--- config.mk ---
export PLATFORM = sky130hd
export DESIGN_NAME = fir_mac_cell
export DESIGN_NICKNAME = d
export VERILOG_FILES = /design/src/rtl/fir_cell_pkg.sv /design/src/rtl/fir_cell_ctl.sv /design/src/rtl/fir_coef_path.sv /design/src/rtl/fir_mac_pipe.sv /design/src/rtl/fir_mac_cell.sv
export SDC_FILE = /design/constraint.sdc
export NUM_CORES = 1
export LEC_CHECK = 0
export CAP_MARGIN = 20
export CORE_ASPECT_RATIO = 0.7
export CORE_MARGIN = 2
export CORE_UTILIZATION = 61
export CTS_CLUSTER_DIAMETER = 60
export DETAILED_ROUTE_END_ITERATION = 16
export GPL_TIMING_DRIVEN = 0
export HOLD_SLACK_MARGIN = 0.06
export PLACE_DENSITY_LB_ADDON = 0.05
export SKIP_CTS_REPAIR_TIMING = 1
export SLEW_MARGIN = 10
export SYNTH_ARGS = -nofsm -noshare
export SYNTH_HDL_FRONTEND = slang
export SYNTH_SLANG_ARGS = --single-unit
export TNS_END_PERCENT = 20
--- constraint.sdc ---
create_clock -name clk -period 6.8 [get_ports clk]
set_clock_uncertainty 0.2 [all_clocks]
set_input_delay 0.68 -clock clk [delete_from_list [all_inputs] [get_ports clk]]
set_output_delay 0.68 -clock clk [all_outputs]
set_load 0.01 [all_outputs]
--- src/rtl/fir_cell_pkg.sv ---
package fir_cell_pkg;

  // Control strobes captured one clock ahead of use.
  typedef struct packed {
    logic rst;
    logic clr;
    logic sel;
    logic coef_en;
    logic data_en;
  } cell_ctl_t;

endpackage

--- src/rtl/fir_cell_ctl.sv ---
module fir_cell_ctl #(
  parameter int DEC_W = 2
) (
  input  logic                     clk,
  input  fir_cell_pkg::cell_ctl_t  ctl_in,
  input  logic [DEC_W-1:0]         dec_in,
  output fir_cell_pkg::cell_ctl_t  ctl_q,
  output logic [DEC_W-1:0]         dec_q
);

  // Every control acts one clock after it is presented.
  always_ff @(posedge clk) begin
    ctl_q <= ctl_in;
    dec_q <= dec_in;
  end

endmodule

--- src/rtl/fir_coef_path.sv ---
module fir_coef_path #(
  parameter int COEF_W  = 8,
  parameter int DEC_MAX = 3,
  parameter int DEC_W   = 2
) (
  input  logic              clk,
  input  logic              rst_q,
  input  logic              load_q,
  input  logic [DEC_W-1:0]  dec_q,
  input  logic [COEF_W-1:0] coef_in,
  input  logic              coef_tc,
  output logic [COEF_W-1:0] cur_coef,
  output logic              cur_tc,
  output logic [COEF_W-1:0] fwd_coef,
  output logic              fwd_tc
);

  localparam int WORD_W = COEF_W + 1;

  // stage_q[0] is the coefficient register; the rest are delay stages.
  logic [WORD_W-1:0] stage_q [DEC_MAX+1];
  logic [WORD_W-1:0] tap;

  always_ff @(posedge clk) begin
    if (rst_q) begin
      for (int i = 0; i <= DEC_MAX; i++) stage_q[i] <= '0;
    end else if (load_q) begin
      stage_q[0] <= {coef_tc, coef_in};
      for (int i = 1; i <= DEC_MAX; i++) stage_q[i] <= stage_q[i-1];
    end
  end

  always_comb begin
    tap = stage_q[0];
    for (int i = 0; i <= DEC_MAX; i++)
      if (int'(dec_q) == i) tap = stage_q[i];
  end

  assign cur_coef = stage_q[0][COEF_W-1:0];
  assign cur_tc   = stage_q[0][COEF_W];
  assign fwd_coef = tap[COEF_W-1:0];
  assign fwd_tc   = tap[COEF_W];

  // a captured low enable freezes the whole coefficient chain
  a_r4_coef_frozen: assert property (@(posedge clk) disable iff (rst_q)
    !load_q |=> ($stable(stage_q[0]) && $stable(stage_q[DEC_MAX])));

endmodule

--- src/rtl/fir_mac_pipe.sv ---
module fir_mac_pipe #(
  parameter int COEF_W = 8,
  parameter int DATA_W = 8,
  parameter int ACC_W  = 26
) (
  input  logic              clk,
  input  logic              rst_q,
  input  logic              clr_q,
  input  logic              sel_q,
  input  logic              xen_q,
  input  logic [COEF_W-1:0] coef_v,
  input  logic              coef_tc,
  input  logic [DATA_W-1:0] data_in,
  input  logic              data_tc,
  output logic [ACC_W-1:0]  result
);

  localparam int CX_W   = COEF_W + 1;
  localparam int DX_W   = DATA_W + 1;
  localparam int PROD_W = CX_W + DX_W;
  localparam int EXT_W  = ACC_W - PROD_W;

  logic signed [CX_W-1:0]   c_s;
  logic signed [DX_W-1:0]   x_q;
  logic signed [PROD_W-1:0] prod, m0_q, m1_q;
  logic [ACC_W-1:0]         prod_ext, feedback, sum, acc_q, treg_q;

  assign c_s = {coef_tc & coef_v[COEF_W-1], coef_v};

  // Sample register: loads zero while the captured enable is low.
  always_ff @(posedge clk) begin
    if (rst_q || !xen_q) x_q <= '0;
    else                 x_q <= {data_tc & data_in[DATA_W-1], data_in};
  end

  assign prod = c_s * x_q;

  always_ff @(posedge clk) begin
    if (rst_q) begin
      m0_q <= '0;
      m1_q <= '0;
    end else begin
      m0_q <= prod;
      m1_q <= m0_q;
    end
  end

  assign prod_ext = {{EXT_W{m1_q[PROD_W-1]}}, m1_q};
  assign feedback = (clr_q && sel_q) ? '0 : acc_q;
  assign sum      = feedback + prod_ext;

  always_ff @(posedge clk) begin
    if (rst_q && clr_q) acc_q <= '0;
    else                acc_q <= sum;
  end

  always_ff @(posedge clk) begin
    if (rst_q)       treg_q <= '0;
    else if (!sel_q) treg_q <= sum;
  end

  assign result = treg_q;

  // a zeroed sample reaches the second multiplier stage three clocks later
  a_r5_zero_product: assert property (@(posedge clk) disable iff (rst_q)
    !xen_q |-> ##3 (m1_q == '0));

  // the hold register keeps its value in the clock after selection
  a_r7_result_held: assert property (@(posedge clk) disable iff (rst_q)
    sel_q |=> $stable(treg_q));

  // a restart leaves only the incoming product in the accumulator
  a_r7_restart_from_product: assert property (@(posedge clk) disable iff (rst_q)
    (clr_q && sel_q) |=> (acc_q == $past(prod_ext)));

endmodule

--- src/rtl/fir_mac_cell.sv ---
module fir_mac_cell #(
  parameter int COEF_W  = 8,
  parameter int DATA_W  = 8,
  parameter int ACC_W   = 26,
  parameter int DEC_MAX = 3,
  parameter int DEC_W   = $clog2(DEC_MAX + 1)
) (
  input  logic              clk,
  input  logic              rst,
  input  logic              acc_clr,
  input  logic              cell_sel,
  input  logic              coef_en,
  input  logic [COEF_W-1:0] coef_in,
  input  logic              coef_tc,
  input  logic              data_en,
  input  logic [DATA_W-1:0] data_in,
  input  logic              data_tc,
  input  logic [DEC_W-1:0]  dec_sel,
  output logic [COEF_W-1:0] coef_out,
  output logic              coef_tc_out,
  output logic [ACC_W-1:0]  result
);

  fir_cell_pkg::cell_ctl_t ctl_in, ctl_q;
  logic [DEC_W-1:0]        dec_q;
  logic [COEF_W-1:0]       cur_coef;
  logic                    cur_tc;

  always_comb begin
    ctl_in.rst     = rst;
    ctl_in.clr     = acc_clr;
    ctl_in.sel     = cell_sel;
    ctl_in.coef_en = coef_en;
    ctl_in.data_en = data_en;
  end

  fir_cell_ctl #(.DEC_W(DEC_W)) u_ctl (
    .clk    (clk),
    .ctl_in (ctl_in),
    .dec_in (dec_sel),
    .ctl_q  (ctl_q),
    .dec_q  (dec_q)
  );

  fir_coef_path #(.COEF_W(COEF_W), .DEC_MAX(DEC_MAX), .DEC_W(DEC_W)) u_coef (
    .clk      (clk),
    .rst_q    (ctl_q.rst),
    .load_q   (ctl_q.coef_en),
    .dec_q    (dec_q),
    .coef_in  (coef_in),
    .coef_tc  (coef_tc),
    .cur_coef (cur_coef),
    .cur_tc   (cur_tc),
    .fwd_coef (coef_out),
    .fwd_tc   (coef_tc_out)
  );

  fir_mac_pipe #(.COEF_W(COEF_W), .DATA_W(DATA_W), .ACC_W(ACC_W)) u_mac (
    .clk     (clk),
    .rst_q   (ctl_q.rst),
    .clr_q   (ctl_q.clr),
    .sel_q   (ctl_q.sel),
    .xen_q   (ctl_q.data_en),
    .coef_v  (cur_coef),
    .coef_tc (cur_tc),
    .data_in (data_in),
    .data_tc (data_tc),
    .result  (result)
  );

endmodule

# Word-level counts from Yosys, hierarchy flattened
# Memories as Yosys holds them, arrays and structs flattened.
# Cells that the tools add are included.
[word_totals] ff_bits=104 latch_bits=0 ram_bits=36 mem_bits_ro=0 in_bits=26 output_inout_bits=35 memories=1
[op_classes] addsub=1 mul=1 div_mod_pow=0 order_cmp=0 n_eq_ne=3 shift=0 muxes=13 n_bitwise=6 n_reduce_logical=4
[memory_table] memory="u_coef.stage_q" words=4 width=9 read_ports=4 rd_clocked_by_memory_dff=0 wr=4 line="fir_coef_path.sv:21" text="logic [WORD_W-1:0] stage_q [DEC_MAX+1];"
[ops] op="$mux W9" n=7
[ops] op="$add A26 B26 Y26" n=1
[ops] op="$mux W26" n=1
[ops] op="$mul A9 B9 Y18" n=1
[ops] op="$mux W1" n=5
[ops] op="$eq A2 B2 Y1 const B" n=2
[ops] op="$or A1 B1 Y1" n=4
[ops] op="$and A1 B1 Y1" n=2
[ops] op="$eq A2 B1 Y1 const B" n=1
[ops] op="$logic_and A1 B1 Y1" n=2
[ops] op="$logic_not A1 Y1" n=1
[ops] op="$logic_or A1 B1 Y1" n=1

# Logic depth before layout (Yosys ltp)
[logic_depth] depth_word=4 mapped_depth=20

# Hierarchy
# From an unflattened synthesis, not the netlist that was laid out.
[unflattened] cells_unflattened=908 hier_area_um2=9086.2
[by_module_without_submodules] module="fir_mac_pipe" instances=1 cells_per_inst=811 area_per_inst_um2=7302.0
[by_module_without_submodules] module="fir_coef_path" instances=1 cells_per_inst=90 area_per_inst_um2=1644.1
[by_module_without_submodules] module="fir_cell_ctl" instances=1 cells_per_inst=7 area_per_inst_um2=140.1

# Least setup slack after synthesis
# OpenSTA, ideal clock, no wires.
[synth_timing] path_kind="reg2reg" start="memory u_coef.stage_q[0][7] (netlist name)" end="register u_mac.m0_q[17]" arrival_time_ns=4.951 t_required_ns=6.472 setup_slack_ns=1.521 path_stages_with_launch=18 n_path_buf=2 cell_sequence="edfxtp_1 clkbuf_1 clkbuf_1 nand3_1 inv_1 fa_1 inv_1 fa_1 fa_1 inv_1 fa_1 ha_1 ha_1 or4_1 a311oi_1 nor3_1 xnor2_1 nor2_1"
[synth_lines] element="start, declared" line="fir_coef_path.sv:21"
[synth_lines] element="end signal, assigned" line="fir_mac_pipe.sv:43" text="m0_q <= prod;"
[synth_lines] element="end, declared" line="fir_mac_pipe.sv:25" text="logic signed [PROD_W-1:0] prod, m0_q, m1_q;"

==> impl_metrics.env <==
export IMPL_status="finished clean"
export IMPL_place_congestion=0.943
export IMPL_r2r_start="u_coef.stage_q[0][7]"
export IMPL_p_sw_mw=0.498
export IMPL_pwr_share_seq_pct=42.9
export IMPL_num_fill_cells=1134
export IMPL_ys_ff_latch=140
export IMPL_crit_slowest_cell="fa_1"
export IMPL_antenna_left=0
export IMPL_postSynthCellCount=976
export IMPL_hold_path_end="u_mac.m1_q[8]"
export IMPL_numPortBuffers=60
export IMPL_ys_flop_type="dfxtp_1"
export IMPL_syn_avg_cell_area_um2=9.66
export IMPL_io_pin_count=61
export IMPL_tightest_slew_ns=0.886
export IMPL_path_max_fanout=10
export IMPL_p_leak_nw=4.79
export IMPL_cts_tree="done"
export IMPL_final_period_utilization_pct=87.4
export IMPL_drtIter0Drc=715
export IMPL_ir_drop_uv=197
export IMPL_cp_cell_sequence="clkbuf_1 > clkbuf_1 > nand3_1 > inv_1 > fa_1 > inv_1 > fa_1 > fa_1 > inv_1 > fa_1 > ha_1 > ha_1 > or4_1 > a311oi_1 > nor3_1 > xnor2_1 > nor2_1"
export IMPL_die_h_um=108
export IMPL_drcViolationCount=0
export IMPL_p_int_mw=1.60
export IMPL_dieArea_um2=16500
export IMPL_combinationalPowerShare_pct=9.2
export IMPL_power_density_nw_per_um2=192
export IMPL_dpl_hpwl_um=17800
export IMPL_numCtsBuffers=17
export IMPL_fin_tns_setup_ns=0
export IMPL_sw_frac_of_total_pct=23.8
export IMPL_syn_num_nets=1136
export IMPL_nNetsFinal=1215
export IMPL_rows=37
export IMPL_setup_viol=0
export IMPL_async_reset_ff_share_pct=0
export IMPL_path_clk_slew_ns=0.06
export IMPL_viasPerCell=5.80
export IMPL_syn_cell_area_um2=9430
export IMPL_hold_depth=1
export IMPL_multiInputGateArea_um2=5730
export IMPL_antenna_found_initial=0
export IMPL_crit_buf_inv=5
export IMPL_cts_path_max_buffers=2
export IMPL_clk_latency_ns=0.42
export IMPL_total_power_mw=2.10
export IMPL_areaGrowthSynthToFinish_pct=15.7
export IMPL_drv_cap=0
export IMPL_start_util_pct=63.3
export IMPL_antenna_cells=0
export IMPL_cts_sinks=140
export IMPL_grt_util_all_layers_pct=30.9
export IMPL_clock_fmax_mhz=168
export IMPL_rsz0062_at_grt="no"
export IMPL_grt_pass1_wl_um=39200
export IMPL_relSlewSlack_pct=40.9
export IMPL_regArea_um2=3160
export IMPL_die_w_um=153
export IMPL_cts_root_buf="clkbuf_16"
export IMPL_cpMostUsedCell="fa_1"
export IMPL_drive_gt1_share_pct=5.34
export IMPL_min_delay_start="u_mac.m0_q[8]"
export IMPL_synth_edf_count=36
export IMPL_max_stage_delay_ns=0.57
export IMPL_cp_top_family="adder cells"
export IMPL_start_kind="flip-flop"
export IMPL_p_clk_share_pct=48.0
export IMPL_core_area_um2=14900
export IMPL_dp_cells=1231
export IMPL_critical_path_arrival_ns=6.02
export IMPL_ys_seq_area_share_pct=33.5
export IMPL_ys_warnings_count=0
export IMPL_final_core_util_pct=73.2
export IMPL_period_minus_slack_ns=5.94
export IMPL_critPathCaptureType="flip-flop"
export IMPL_num_vias=7328
export IMPL_ys_types=68
export IMPL_min_path_type="reg -> reg"
export IMPL_stdcell_count=1263
export IMPL_worstPathRequired_ns=6.87
export IMPL_htreeDepth=4
export IMPL_regToRegSetupSlack_ns=0.86
export IMPL_reg2reg_depth=17
export IMPL_reg2reg_to="u_mac.m0_q[17]"
export IMPL_firstDrtPassIters=5
export IMPL_grt_pass1_vias=7395
export IMPL_wl_per_cell_um=18.6
export IMPL_crit_type="reg -> reg"
export IMPL_grt_max_degree=37
export IMPL_hold_violations=0
export IMPL_drv_slew=0
export IMPL_grt_overflow_total=0
export IMPL_wl_um=23500
[power groups by stage]
stage	registers [mW]	logic [mW]	clock network, mW
finish	0.899	0.192	1.01
detailed placement	0.916	0.189	0
floorplan	0.912	0.117	0
CTS	0.899	0.191	1.02
global placement	0.916	0.186	0
global route	0.902	0.213	1.05
[how the worst max path moves through the flow]
stage	start	to	slack, ns	cells past startpoint
4_1_cts	u_coef.stage_q[0][7]	u_mac.m0_q[17]	0.85	17
3_5_place_dp	u_coef.stage_q[0][7]	u_mac.m0_q[17]	0.89	17
5_1_grt	u_coef.stage_q[0][7]	u_mac.m0_q[17]	0.43	17
3_3_place_gp	u_coef.stage_q[0][7]	u_mac.m0_q[17]	0.96	17
2_1_floorplan	u_coef.stage_q[0][7]	u_mac.m0_q[17]	1.52	17
6_report	u_coef.stage_q[0][7]	u_mac.m0_q[17]	0.86	17
[per-stage QoR]
step,hold WS (ns),instance area [µm²],setup WS [ns]
2_1_floorplan,0.214,9430,1.52
3_3_place_gp,0.219,10300,0.963
3_5_place_dp,0.221,10300,0.891
4_1_cts,0.234,10900,0.850
5_1_grt,0.263,10900,0.426
6_report,0.237,10900,0.857
[routing by layer]
| metal | up-vias | share of wire (%) | GRT usage [%] |
|---|---|---|---|
| li1 | 3467 | - | - |
| met1 | 3505 | 48 | 47.4 |
| met2 | 327 | 40 | 42.9 |
| met3 | 27 | 10 | 9.14 |
| met4 | 2 | 1.1 | 6.22 |
| met5 | - | 0.27 | 2.98 |
[flip-flops by register name, summed over array words and instances (netlist names)]
name / count
u_ctl.ctl_q: 5
u_mac.x_q: 9
u_mac.m0_q: 18
u_coef.stage_q: 36
u_mac.acc_q: 26
u_ctl.dec_q: 2
u_mac.m1_q: 18
u_mac.result: 26
[worst register-to-register path: cells and delay by family, from the launching register on]
family                   cells  cell delay [ns]
XOR/XNOR                     1             0.17
adder cells (fa/ha/maj)      6             2.68
AND/OR/NAND/NOR              4             0.94
buffers and inverters        5             1.14
AO/OA/AOI/OAI                1             0.29
flip-flops                   1             0.39
[cells in the mapped netlist, types with 4 or more instances]
library cell | n | area [µm²]
o211ai_1 | 6 | 45.0
a211oi_1 | 9 | 67.6
dfxtp_1 | 104 | 2080
mux4_2 | 9 | 203
nand4_1 | 8 | 50.1
buf_1 | 5 | 18.8
o21a_1 | 9 | 67.6
o31a_1 | 4 | 35.0
nand3_1 | 16 | 80.1
nor4_1 | 5 | 31.3
o31ai_1 | 6 | 45.0
a21o_1 | 11 | 82.6
or4_1 | 5 | 37.5
fa_1 | 71 | 1420
nor2b_1 | 34 | 213
mux2i_1 | 4 | 40.0
and3_1 | 12 | 75.1
clkbuf_1 | 41 | 154
xnor2_1 | 15 | 131
nor2_1 | 52 | 195
ha_1 | 63 | 788
a21oi_1 | 38 | 190
xor2_1 | 12 | 105
and2_1 | 103 | 644
a21boi_0 | 4 | 30.0
nor3_1 | 28 | 140
or3_1 | 4 | 25.0
a311o_1 | 5 | 50.1
edfxtp_1 | 36 | 1080
o21ai_0 | 26 | 130
nand2_1 | 83 | 312
nand2b_1 | 4 | 25.0
inv_1 | 93 | 349
[area by class of cell]
class,instances,area share (%)
buffer,48,1.67
sequential,140,29.0
multi-input combinational,695,52.6
clock buffer,21,4.16
timing repair buffer,60,5.50
clock inverter,11,1.67
tap,195,2.24
inverter,93,3.20
[layout by cell type (no fill, tap or decap), types with 5 or more instances in the layout]
cell | synthesis | routed
ha_1 | 63 | 63
clkbuf_16 | 0 | 17
xor2_1 | 12 | 12
mux4_2 | 9 | 9
and3_1 | 12 | 12
o211ai_1 | 6 | 6
nand3_1 | 16 | 16
nor2_1 | 52 | 52
fa_1 | 71 | 71
buf_1 | 5 | 5
o21ai_0 | 26 | 26
inv_1 | 93 | 93
clkbuf_1 | 41 | 43
a21oi_1 | 38 | 38
or4_1 | 5 | 5
clkdlybuf4s50_1 | 0 | 60
xnor2_1 | 15 | 15
o21a_1 | 9 | 9
a211oi_1 | 9 | 9
nor3_1 | 28 | 28
and2_1 | 103 | 103
a21o_1 | 11 | 11
nor2b_1 | 34 | 34
edfxtp_1 | 36 | 36
nor4_1 | 5 | 5
nand2_1 | 83 | 83
nand4_1 | 8 | 8
a311o_1 | 5 | 5
dfxtp_1 | 104 | 104
o31ai_1 | 6 | 6
[cells by family after synthesis]
| group | after synthesis | share of synthesized area (%) |
|---|---|---|
| and+or+nand+nor | 367 | 20.5 |
| AOI/OAI and AO/OA | 154 | 11.8 |
| xor gates and xnor gates | 27 | 2.51 |
| DFF | 140 | 33.5 |
| muxes | 13 | 2.57 |
| buffers and inverters | 141 | 5.64 |
| adders and majority gates | 134 | 23.4 |
No activity file was read; power rests on OpenSTA's default activity.
